## config.mk

```make
export PLATFORM = sky130hd
export DESIGN_NAME = hs_pipe_chain
export DESIGN_NICKNAME = d
export VERILOG_FILES = /design/src/rtl/hs_pipe_pkg.sv /design/src/rtl/hs_stage_ctrl.sv /design/src/rtl/hs_stage_data.sv /design/src/rtl/hs_pipe_stage.sv /design/src/rtl/hs_pipe_chain.sv
export SDC_FILE = /design/constraint.sdc
export NUM_CORES = 1
export LEC_CHECK = 0
export ABC_AREA = 1
export BUFFER_PORTS_ARGS = -buffer_cell sky130_fd_sc_hd__buf_4
export CORE_AREA = 5 5 99 101
export DETAILED_ROUTE_END_ITERATION = 10
export DIE_AREA = 0 0 104 106
export GPL_TIMING_DRIVEN = 0
export PLACE_DENSITY_LB_ADDON = 0.15
export SETUP_SLACK_MARGIN = 0.2
export SYNTH_ARGS = -nofsm -noshare
export SYNTH_HDL_FRONTEND = slang
export SYNTH_SLANG_ARGS = --single-unit
```

## constraint.sdc

```tcl
create_clock -name clk -period 2.2 [get_ports clk]
set_input_delay 0.22 -clock clk [delete_from_list [all_inputs] [get_ports clk]]
set_output_delay 0.22 -clock clk [all_outputs]
set_load 0.03 [all_outputs]
```

## src/rtl/hs_pipe_pkg.sv

```systemverilog
`timescale 1ns/1ps
package hs_pipe_pkg;

  // Load strobes sent from a stage's control half to its data half.
  typedef struct packed {
    logic loadMainUp;    // primary slot takes the upstream word
    logic loadMainSide;  // primary slot takes the word parked in the side slot
    logic loadSide;      // side slot parks the upstream word
  } stage_strobe_t;

  // Placement rule for skid stages: last stage of every group of `every`.
  function automatic bit stageIsSkid(input int idx, input int every);
    if (every <= 0) return 1'b0;
    return ((idx + 1) % every) == 0;
  endfunction

endpackage

```

## src/rtl/hs_stage_ctrl.sv

```systemverilog
`timescale 1ns/1ps
module hs_stage_ctrl
  import hs_pipe_pkg::*;
#(
  parameter bit IS_SKID = 1'b0
) (
  input  logic          clk,
  input  logic          rstN,
  input  logic          validIn,
  output logic          readyIn,
  output logic          validOut,
  input  logic          readyOut,
  output stage_strobe_t strb,
  output logic [1:0]    fill
);

  logic mainValid;
  logic mainFree;

  assign validOut = mainValid;
  assign mainFree = !mainValid || readyOut;

  generate
    if (IS_SKID) begin : g_skid
      logic sideValid;

      // Upstream ready is a flop output: low only while the side slot is used.
      assign readyIn = !sideValid;

      always_comb begin
        strb.loadMainSide = mainFree && sideValid;
        strb.loadMainUp   = mainFree && !sideValid && validIn;
        strb.loadSide     = !mainFree && !sideValid && validIn;
      end

      always_ff @(posedge clk) begin
        if (!rstN) begin
          mainValid <= 1'b0;
          sideValid <= 1'b0;
        end else begin
          if (mainFree) mainValid <= sideValid || validIn;
          if (strb.loadMainSide)  sideValid <= 1'b0;
          else if (strb.loadSide) sideValid <= 1'b1;
        end
      end

      assign fill = {1'b0, mainValid} + {1'b0, sideValid};

      // a parked second beat always sits behind a primary beat
      p_side_behind_main_r7: assert property (@(posedge clk) disable iff (!rstN)
        sideValid |-> mainValid);

      // the parked beat is kept while the output is blocked
      p_side_kept_r2: assert property (@(posedge clk) disable iff (!rstN)
        (sideValid && !readyOut) |=> sideValid);

      // the side slot empties only on a cycle when the primary beat leaves
      p_side_drain_r6: assert property (@(posedge clk) disable iff (!rstN)
        $fell(sideValid) |-> $past(readyOut));

    end else begin : g_slot
      // Single-slot stage: ready passes combinationally from downstream.
      assign readyIn = mainFree;

      always_comb begin
        strb.loadMainUp   = mainFree && validIn;
        strb.loadMainSide = 1'b0;
        strb.loadSide     = 1'b0;
      end

      always_ff @(posedge clk) begin
        if (!rstN)         mainValid <= 1'b0;
        else if (mainFree) mainValid <= validIn;
      end

      assign fill = {1'b0, mainValid};
    end
  endgenerate

  // a stalled output keeps its valid flag
  p_hold_valid_r4: assert property (@(posedge clk) disable iff (!rstN)
    (validOut && !readyOut) |=> validOut);

endmodule

```

## src/rtl/hs_stage_data.sv

```systemverilog
`timescale 1ns/1ps
module hs_stage_data
  import hs_pipe_pkg::*;
#(
  parameter int DATA_W  = 16,
  parameter bit IS_SKID = 1'b0
) (
  input  logic              clk,
  input  logic              rstN,
  input  stage_strobe_t     strb,
  input  logic [DATA_W-1:0] dataIn,
  input  logic              validOut,
  input  logic              readyOut,
  output logic [DATA_W-1:0] dataOut
);

  logic [DATA_W-1:0] mainData;
  assign dataOut = mainData;

  generate
    if (IS_SKID) begin : g_skid
      logic [DATA_W-1:0] sideData;

      always_ff @(posedge clk) begin
        if (strb.loadMainSide)    mainData <= sideData;
        else if (strb.loadMainUp) mainData <= dataIn;
        if (strb.loadSide)        sideData <= dataIn;
      end

      // the primary slot is never loaded from both sources at once
      p_one_source_r2: assert property (@(posedge clk) disable iff (!rstN)
        !(strb.loadMainSide && strb.loadMainUp));
    end else begin : g_slot
      always_ff @(posedge clk) begin
        if (strb.loadMainUp) mainData <= dataIn;
      end

      // a single-slot stage never uses side-slot strobes
      always_comb begin
        if (rstN) begin
          a_no_side_r6: assert (!strb.loadSide && !strb.loadMainSide);
        end
      end
    end
  endgenerate

  // a stalled output word is not overwritten
  p_hold_data_r4: assert property (@(posedge clk) disable iff (!rstN)
    (validOut && !readyOut) |=> $stable(dataOut));

endmodule

```

## src/rtl/hs_pipe_stage.sv

```systemverilog
`timescale 1ns/1ps
module hs_pipe_stage
  import hs_pipe_pkg::*;
#(
  parameter int DATA_W  = 16,
  parameter bit IS_SKID = 1'b0
) (
  input  logic              clk,
  input  logic              rstN,
  input  logic              validIn,
  output logic              readyIn,
  input  logic [DATA_W-1:0] dataIn,
  output logic              validOut,
  input  logic              readyOut,
  output logic [DATA_W-1:0] dataOut,
  output logic [1:0]        fill
);

  stage_strobe_t strb;

  hs_stage_ctrl #(.IS_SKID(IS_SKID)) u_ctrl (
    .clk      (clk),
    .rstN     (rstN),
    .validIn  (validIn),
    .readyIn  (readyIn),
    .validOut (validOut),
    .readyOut (readyOut),
    .strb     (strb),
    .fill     (fill)
  );

  hs_stage_data #(.DATA_W(DATA_W), .IS_SKID(IS_SKID)) u_data (
    .clk      (clk),
    .rstN     (rstN),
    .strb     (strb),
    .dataIn   (dataIn),
    .validOut (validOut),
    .readyOut (readyOut),
    .dataOut  (dataOut)
  );

endmodule

```

## src/rtl/hs_pipe_chain.sv

```systemverilog
`timescale 1ns/1ps
module hs_pipe_chain
  import hs_pipe_pkg::*;
#(
  parameter int DATA_W     = 16,
  parameter int N_STAGES   = 4,
  parameter int SKID_EVERY = 2
) (
  input  logic                  clk,
  input  logic                  rstN,
  input  logic                  validUp,
  output logic                  readyUp,
  input  logic [DATA_W-1:0]     dataUp,
  output logic                  validDown,
  input  logic                  readyDown,
  output logic [DATA_W-1:0]     dataDown,
  output logic [2*N_STAGES-1:0] stageFill
);

  localparam int FILL_W = 2 * N_STAGES;

  logic [N_STAGES:0]             linkValid;
  logic [N_STAGES:0]             linkReady;
  logic [N_STAGES:0][DATA_W-1:0] linkData;

  assign linkValid[0]        = validUp;
  assign linkData[0]         = dataUp;
  assign readyUp             = linkReady[0];
  assign validDown           = linkValid[N_STAGES];
  assign dataDown            = linkData[N_STAGES];
  assign linkReady[N_STAGES] = readyDown;

  for (genvar i = 0; i < N_STAGES; i++) begin : g_stage
    hs_pipe_stage #(
      .DATA_W  (DATA_W),
      .IS_SKID (stageIsSkid(i, SKID_EVERY))
    ) u_stage (
      .clk      (clk),
      .rstN     (rstN),
      .validIn  (linkValid[i]),
      .readyIn  (linkReady[i]),
      .dataIn   (linkData[i]),
      .validOut (linkValid[i+1]),
      .readyOut (linkReady[i+1]),
      .dataOut  (linkData[i+1]),
      .fill     (stageFill[2*i +: 2])
    );
  end

  // in the cycle after a reset edge the output side is empty
  p_reset_empty_r1: assert property (@(posedge clk)
    !rstN |=> (validDown == 1'b0) && (stageFill == {FILL_W{1'b0}}));

endmodule

```

* Word level (Yosys, flattened, before mapping)
Cells that the tools add are included.
** Word-level totals
- Memory bits (read-only) :: 0
- Input port bits :: 20
- Memories kept :: 0
- Logic and storage cells :: 49
- Flip-flop bits (word level) :: 102
- Memory bits (writable) :: 0
- Output and inout bits :: 26
- Latch bits :: 0
** Operators by class
- Bitwise gates (word level) :: 1
- $lt $le $gt $ge :: 0
- Divide/modulo/power cells :: 0
- Shifts and indexed selects :: 0
- Multipliers :: 0
- Equality and inequality tests :: 0
- Reductions and logical operators :: 30
- Add/sub/neg operators :: 2
- Muxes and demuxes :: 4
** Operators with widths (count)
- $mux W16 :: 4
- $logic_and A1 B1 Y1 :: 12
- $logic_not A1 Y1 :: 8
- $logic_or A1 B1 Y1 :: 6
- $add A1 B1 Y2 :: 2
- $reduce_bool A2 Y1 :: 2
- $reduce_or A2 Y1 :: 2
- $not A1 Y1 :: 1

* Depth between registers and ports, before layout
- Depth in word-level cells :: 7
- Depth in mapped cells :: 6
- Mapped depth without buffers :: 5

* Hierarchy
Synthesis repeated with hierarchy kept, for this count alone.
** Second synthesis, totals
- Cells, all modules :: 260
- Area, all modules :: 3771.1 µm²
** Modules (own cells, without submodules)
- hs_stage_data at g_stage[1].u_stage.u_data ... :: sequential area each 960.9 µm², cells each 85, area each 1211.2 µm², instances 2
- hs_stage_data at g_stage[0].u_stage.u_data ... :: sequential area each 480.5 µm², cells each 16, area each 480.5 µm², instances 2
- hs_stage_ctrl at g_stage[1].u_stage.u_ctrl ... :: sequential area each 40.0 µm², cells each 17, area each 108.9 µm², instances 2
- hs_stage_ctrl at g_stage[0].u_stage.u_ctrl ... :: sequential area each 20.0 µm², cells each 12, area each 85.1 µm², instances 2

* Worst setup path after synthesis
No wires, ideal clock.
- Path type :: register to register
- Start point :: register g_stage[3].u_stage.u_ctrl.mainValid
- End point :: register g_stage[3].u_stage.u_data.g_skid.sideData[0], enable pin
- Library setup time :: 0.388 ns
- Path slack :: 0.219 ns
- Arrival :: 1.593 ns
- Required time :: 1.812 ns
- Path buffers :: 1
- Stages on the path, launching flop included :: 6
- Period minus slack after synthesis :: 1.981 ns
- Cells stage by stage :: dfxtp_1 nand2_1 buf_4 inv_1 nand2_1 nor2_1
** RTL lines
- from (decl) :: line hs_stage_ctrl.sv:17 : logic mainValid;
- from (signal assigned) :: line hs_stage_ctrl.sv:41 : if (mainFree) mainValid <= sideValid || validIn;
- to (signal assigned) :: line hs_stage_data.sv:27 : if (strb.loadSide) sideData <= dataIn;
- to (decl) :: line hs_stage_data.sv:22 : logic [DATA_W-1:0] sideData;

* Worst setup path in the final report
- Start point :: register g_stage[3].u_stage.u_ctrl.g_skid.sideValid
- End point :: register g_stage[3].u_stage.u_data.mainData[10], enable pin
** On the way
- Longest elaborated chain between the ends :: 4
- Elaborated cells between the ends (all ways) :: 5
- Those cells by class :: reduce/logical (5)
** RTL lines
- from (decl) :: line hs_stage_ctrl.sv:25 : logic sideValid;
- from (signal assigned) :: line hs_stage_ctrl.sv:39 : sideValid <= 1'b0;
- from (signal assigned) :: line hs_stage_ctrl.sv:42 : if (strb.loadMainSide) sideValid <= 1'b0;
- from (signal assigned) :: line hs_stage_ctrl.sv:43 : else if (strb.loadSide) sideValid <= 1'b1;
- $logic_not A1 Y1 :: line hs_stage_ctrl.sv:32 : strb.loadMainUp = mainFree && !sideValid && validIn;
- $logic_and A1 B1 Y1 (2 in a row) :: line hs_stage_ctrl.sv:32
- $reduce_bool A2 Y1 (no line) (*)
- to (signal assigned) :: line hs_stage_data.sv:25 : if (strb.loadMainSide) mainData <= sideData;
- to (signal assigned) :: line hs_stage_data.sv:26 : else if (strb.loadMainUp) mainData <= dataIn;
- to (decl) :: line hs_stage_data.sv:17 : logic [DATA_W-1:0] mainData;
Mark *: on every way between the ends. The rest lies on a longest branch, timed or not.
A chain may end at the register's enable or synchronous reset.

==> flow_summary.json <==
{
  "hp-class": "in2reg",
  "layout.nets": 320,
  "dpl_worst_slack_ps": 88.3,
  "crit_required_ps": 2170,
  "rows": 35,
  "p_per_area_mw_per_mm2": 762,
  "path_clk_slew_ps": 90,
  "synthDistinctLibCells": 18,
  "clkPwrFrac_pct": 29.1,
  "antenna_found_initial": 0,
  "port_buffers": 43,
  "root_buffer": "clkbuf_8",
  "p_leak_nw": 1.64,
  "gp_congestion": 0.718,
  "first_pass_iters": 4,
  "routed_wl_mm": 4.59,
  "cts_buffer_depth": 2,
  "grt_usage_pct": 9.11,
  "synth-seq-area-share_pct": 82.2,
  "finalCoreUtilization_pct": 48.1,
  "insertion_delay_ps": 330,
  "fin_area_sq_mm": 0.00429,
  "r2r_slack_ps": 460,
  "hpwl_mm": 3.45,
  "internal_power_mw": 2.63,
  "r2r_cells": 3,
  "grt_max_degree": 17,
  "critPathMaxFanout": 16,
  "placed_area_sq_mm": 0.00412,
  "htreeDepth": 3,
  "synth_area_per_cell_sq_um": 15.0,
  "slew_headroom_pct": 44.7,
  "drt_iter0_markers": 27,
  "hold_viol_final": 0,
  "grt_pass1_vias": 1815,
  "fmax_ghz": 0.573,
  "cts_tree": "yes",
  "fillers": 805,
  "worst_ep_arrival_time_ps": 1710,
  "final_cells": 413,
  "min_period_ps": 1740,
  "power_switching_mw": 0.639,
  "postCtsSetupBuffers": 0,
  "ys_ff_latch": 102,
  "setup_viol": 0,
  "io_pins": 46,
  "vias": 1779,
  "end_kind": "flip-flop",
  "synth_area_leaders": "edfxtp_1, nand2_1, nand3_1, dfxtp_1, buf_2",
  "yosysTopAreaCell": "edfxtp_1",
  "startpoint": "g_stage[3].u_stage.u_ctrl.g_skid.sideValid$_SDFFE_PP0P_",
  "avgRoutedWirePerCell_microns": 11.1,
  "drc_errors": 0,
  "synth_top_area_share_pct": 78.9,
  "swShare_pct": 19.5,
  "dp.cells": 398,
  "drive_above_1_share_pct": 25.5,
  "drv_cap": 0,
  "netlist_area_sq_mm": 0.00365,
  "worst_pin_slew_ps": 830,
  "die_area_sq_mm": 0.0110,
  "worstReg2RegEnd": "g_stage[3].u_stage.u_data.dataOut[10]$_DFFE_PP_",
  "antenna_cells": 0,
  "status": "complete, no violations",
  "skew_ps": 7.19,
  "die_w_microns": 104,
  "yosys_warnings": 0,
  "setup_ws_ps": 455,
  "report.final.slew_viol_count": 0,
  "p_seq_share_pct": 67.4,
  "core_area_sq_mm": 0.00893,
  "start_util_pct": 40.9,
  "dieHeight_microns": 106,
  "fin_crit_sh_pct": 79.3,
  "cts_buffers": 9,
  "synthCells": 243,
  "clock-sinks": 102,
  "hold_buffers": 0,
  "grt_setup_unrepaired": "no",
  "vdd_drop_max_uv": 401,
  "grt_pass1_wl_mm": 8.25,
  "area_growth_pct": 17.5,
  "cp-start-kind": "flip-flop",
  "antenna_left": 0,
  "crit_end": "g_stage[3].u_stage.u_data.dataOut[10]$_DFFE_PP_",
  "rr_startpoint": "g_stage[3].u_stage.u_ctrl.g_skid.sideValid$_SDFFE_PP0P_",
  "overflow": 0,
  "critPathKind": "reg2reg",
  "avgViaCountPerCell": 4.31,
  "pwr-share-comb_pct": 3.5,
  "finalSetupTns_ps": 0
}
metal layers:
metal | share of wire, % | global-route usage [%] | up-vias
li1 | - | - | 964
met1 | 46 | 11.4 | 758
met2 | 46 | 14.3 | 50
met3 | 6.8 | 2.98 | 7
met4 | 2.0 | 4.44 | 0
met5 | 0 | 0 | -
layout by cell type, fill, tap and decap left out, types with 2 or more instances in the layout:
cell	count
o21ai_0	2
conb_1	2
clkbuf_1	2
nand2_1	69
clkbuf_8	9
dfxtp_1	6
buf_4	48
nor2_1	2
ha_1	2
buf_2	8
inv_1	7
a21oi_1	3
nand3_1	32
nor2_2	2
a21oi_2	2
edfxtp_1	96
clkinvlp_4	2
clkinv_2	2
flip-flops by register name, indices dropped and copies added, names as in the netlist:
name / flops
g_stage.u_stage.u_data.dataOut: 64
g_stage.u_stage.u_data.g_skid.sideData: 32
g_stage.u_stage.u_ctrl.validOut: 4
g_stage.u_stage.u_ctrl.g_skid.sideValid: 2
critical path: stages (launching register included):
cell and delay, ps:
dfxtp_1 440, buf_2 260, nor2_1 100, nor2_2 580
what timing repair did:
action	4_1_cts	5_1_grt
resized for setup	5	0
setup endpoints to repair	80	0
endpoints found under the hold margin	0	0
how the worst min path moves through the flow:
| stage | endpoint | startpoint | cells past startpoint | slack [ps] |
|---|---|---|---|---|
| after floorplan | g_stage[0].u_stage.u_data.dataOut[0]$_DFFE_PP_ | dataUp[0] | 0 | 320 |
| after global placement | g_stage[0].u_stage.u_data.dataOut[6]$_DFFE_PP_ | dataUp[6] | 1 | 400 |
| after detailed placement | g_stage[0].u_stage.u_data.dataOut[6]$_DFFE_PP_ | dataUp[6] | 1 | 400 |
| after CTS | g_stage[0].u_stage.u_data.dataOut[1]$_DFFE_PP_ | dataUp[1] | 1 | 40 |
| after global routing | g_stage[0].u_stage.u_data.dataOut[1]$_DFFE_PP_ | dataUp[1] | 1 | 30 |
| final | g_stage[0].u_stage.u_data.dataOut[1]$_DFFE_PP_ | dataUp[1] | 1 | 50 |
cells in the mapped netlist (all sizes together):
cell / n
nor3: 2
buf: 14
o21ai: 3
nand2: 70
a21oi: 5
nor2: 4
dfxtp: 6
edfxtp: 96
nand3: 33
ha: 2
conb: 1
inv: 7
final cells by class:
cell class | instances | area, sq um | area share (%)
Multi-Input combinational cell | 121 | 557 | 13.0
Clock inverter | 4 | 25.0 | 0.583
Tap cell | 111 | 139 | 3.24
Inverter | 7 | 26.3 | 0.612
Timing Repair Buffer | 43 | 323 | 7.52
Buffer | 14 | 88.8 | 2.07
Clock buffer | 11 | 131 | 3.06
Sequential cell | 102 | 3000 | 70.0
power groups by stage:
stage / registers [mW] / logic, mW / clock network (mW)
floorplan: 2.25 / 0.0581 / 0
global placement: 2.25 / 0.114 / 0
detailed placement: 2.25 / 0.116 / 0
CTS: 2.21 / 0.117 / 0.991
global route: 2.21 / 0.130 / 1.06
finish: 2.21 / 0.115 / 0.952
cell families after synthesis:
kind of cell,after synthesis,synth area share (%)
other cells,1,0.103
compound gates,8,1.10
fa+ha+maj,2,0.685
flops,102,82.2
buf+inv,21,3.15
simple gates,109,12.7
through the flow:
| stage | hold WS (ps) | power, mW |
|---|---|---|
| global placement | 399 | 2.36 |
| global route | 26.1 | 3.40 |
| detailed placement | 399 | 2.37 |
| CTS | 36.5 | 3.32 |
| finish | 53.4 | 3.27 |
| floorplan | 319 | 2.31 |
No activity file was read; power rests on OpenSTA's default activity.
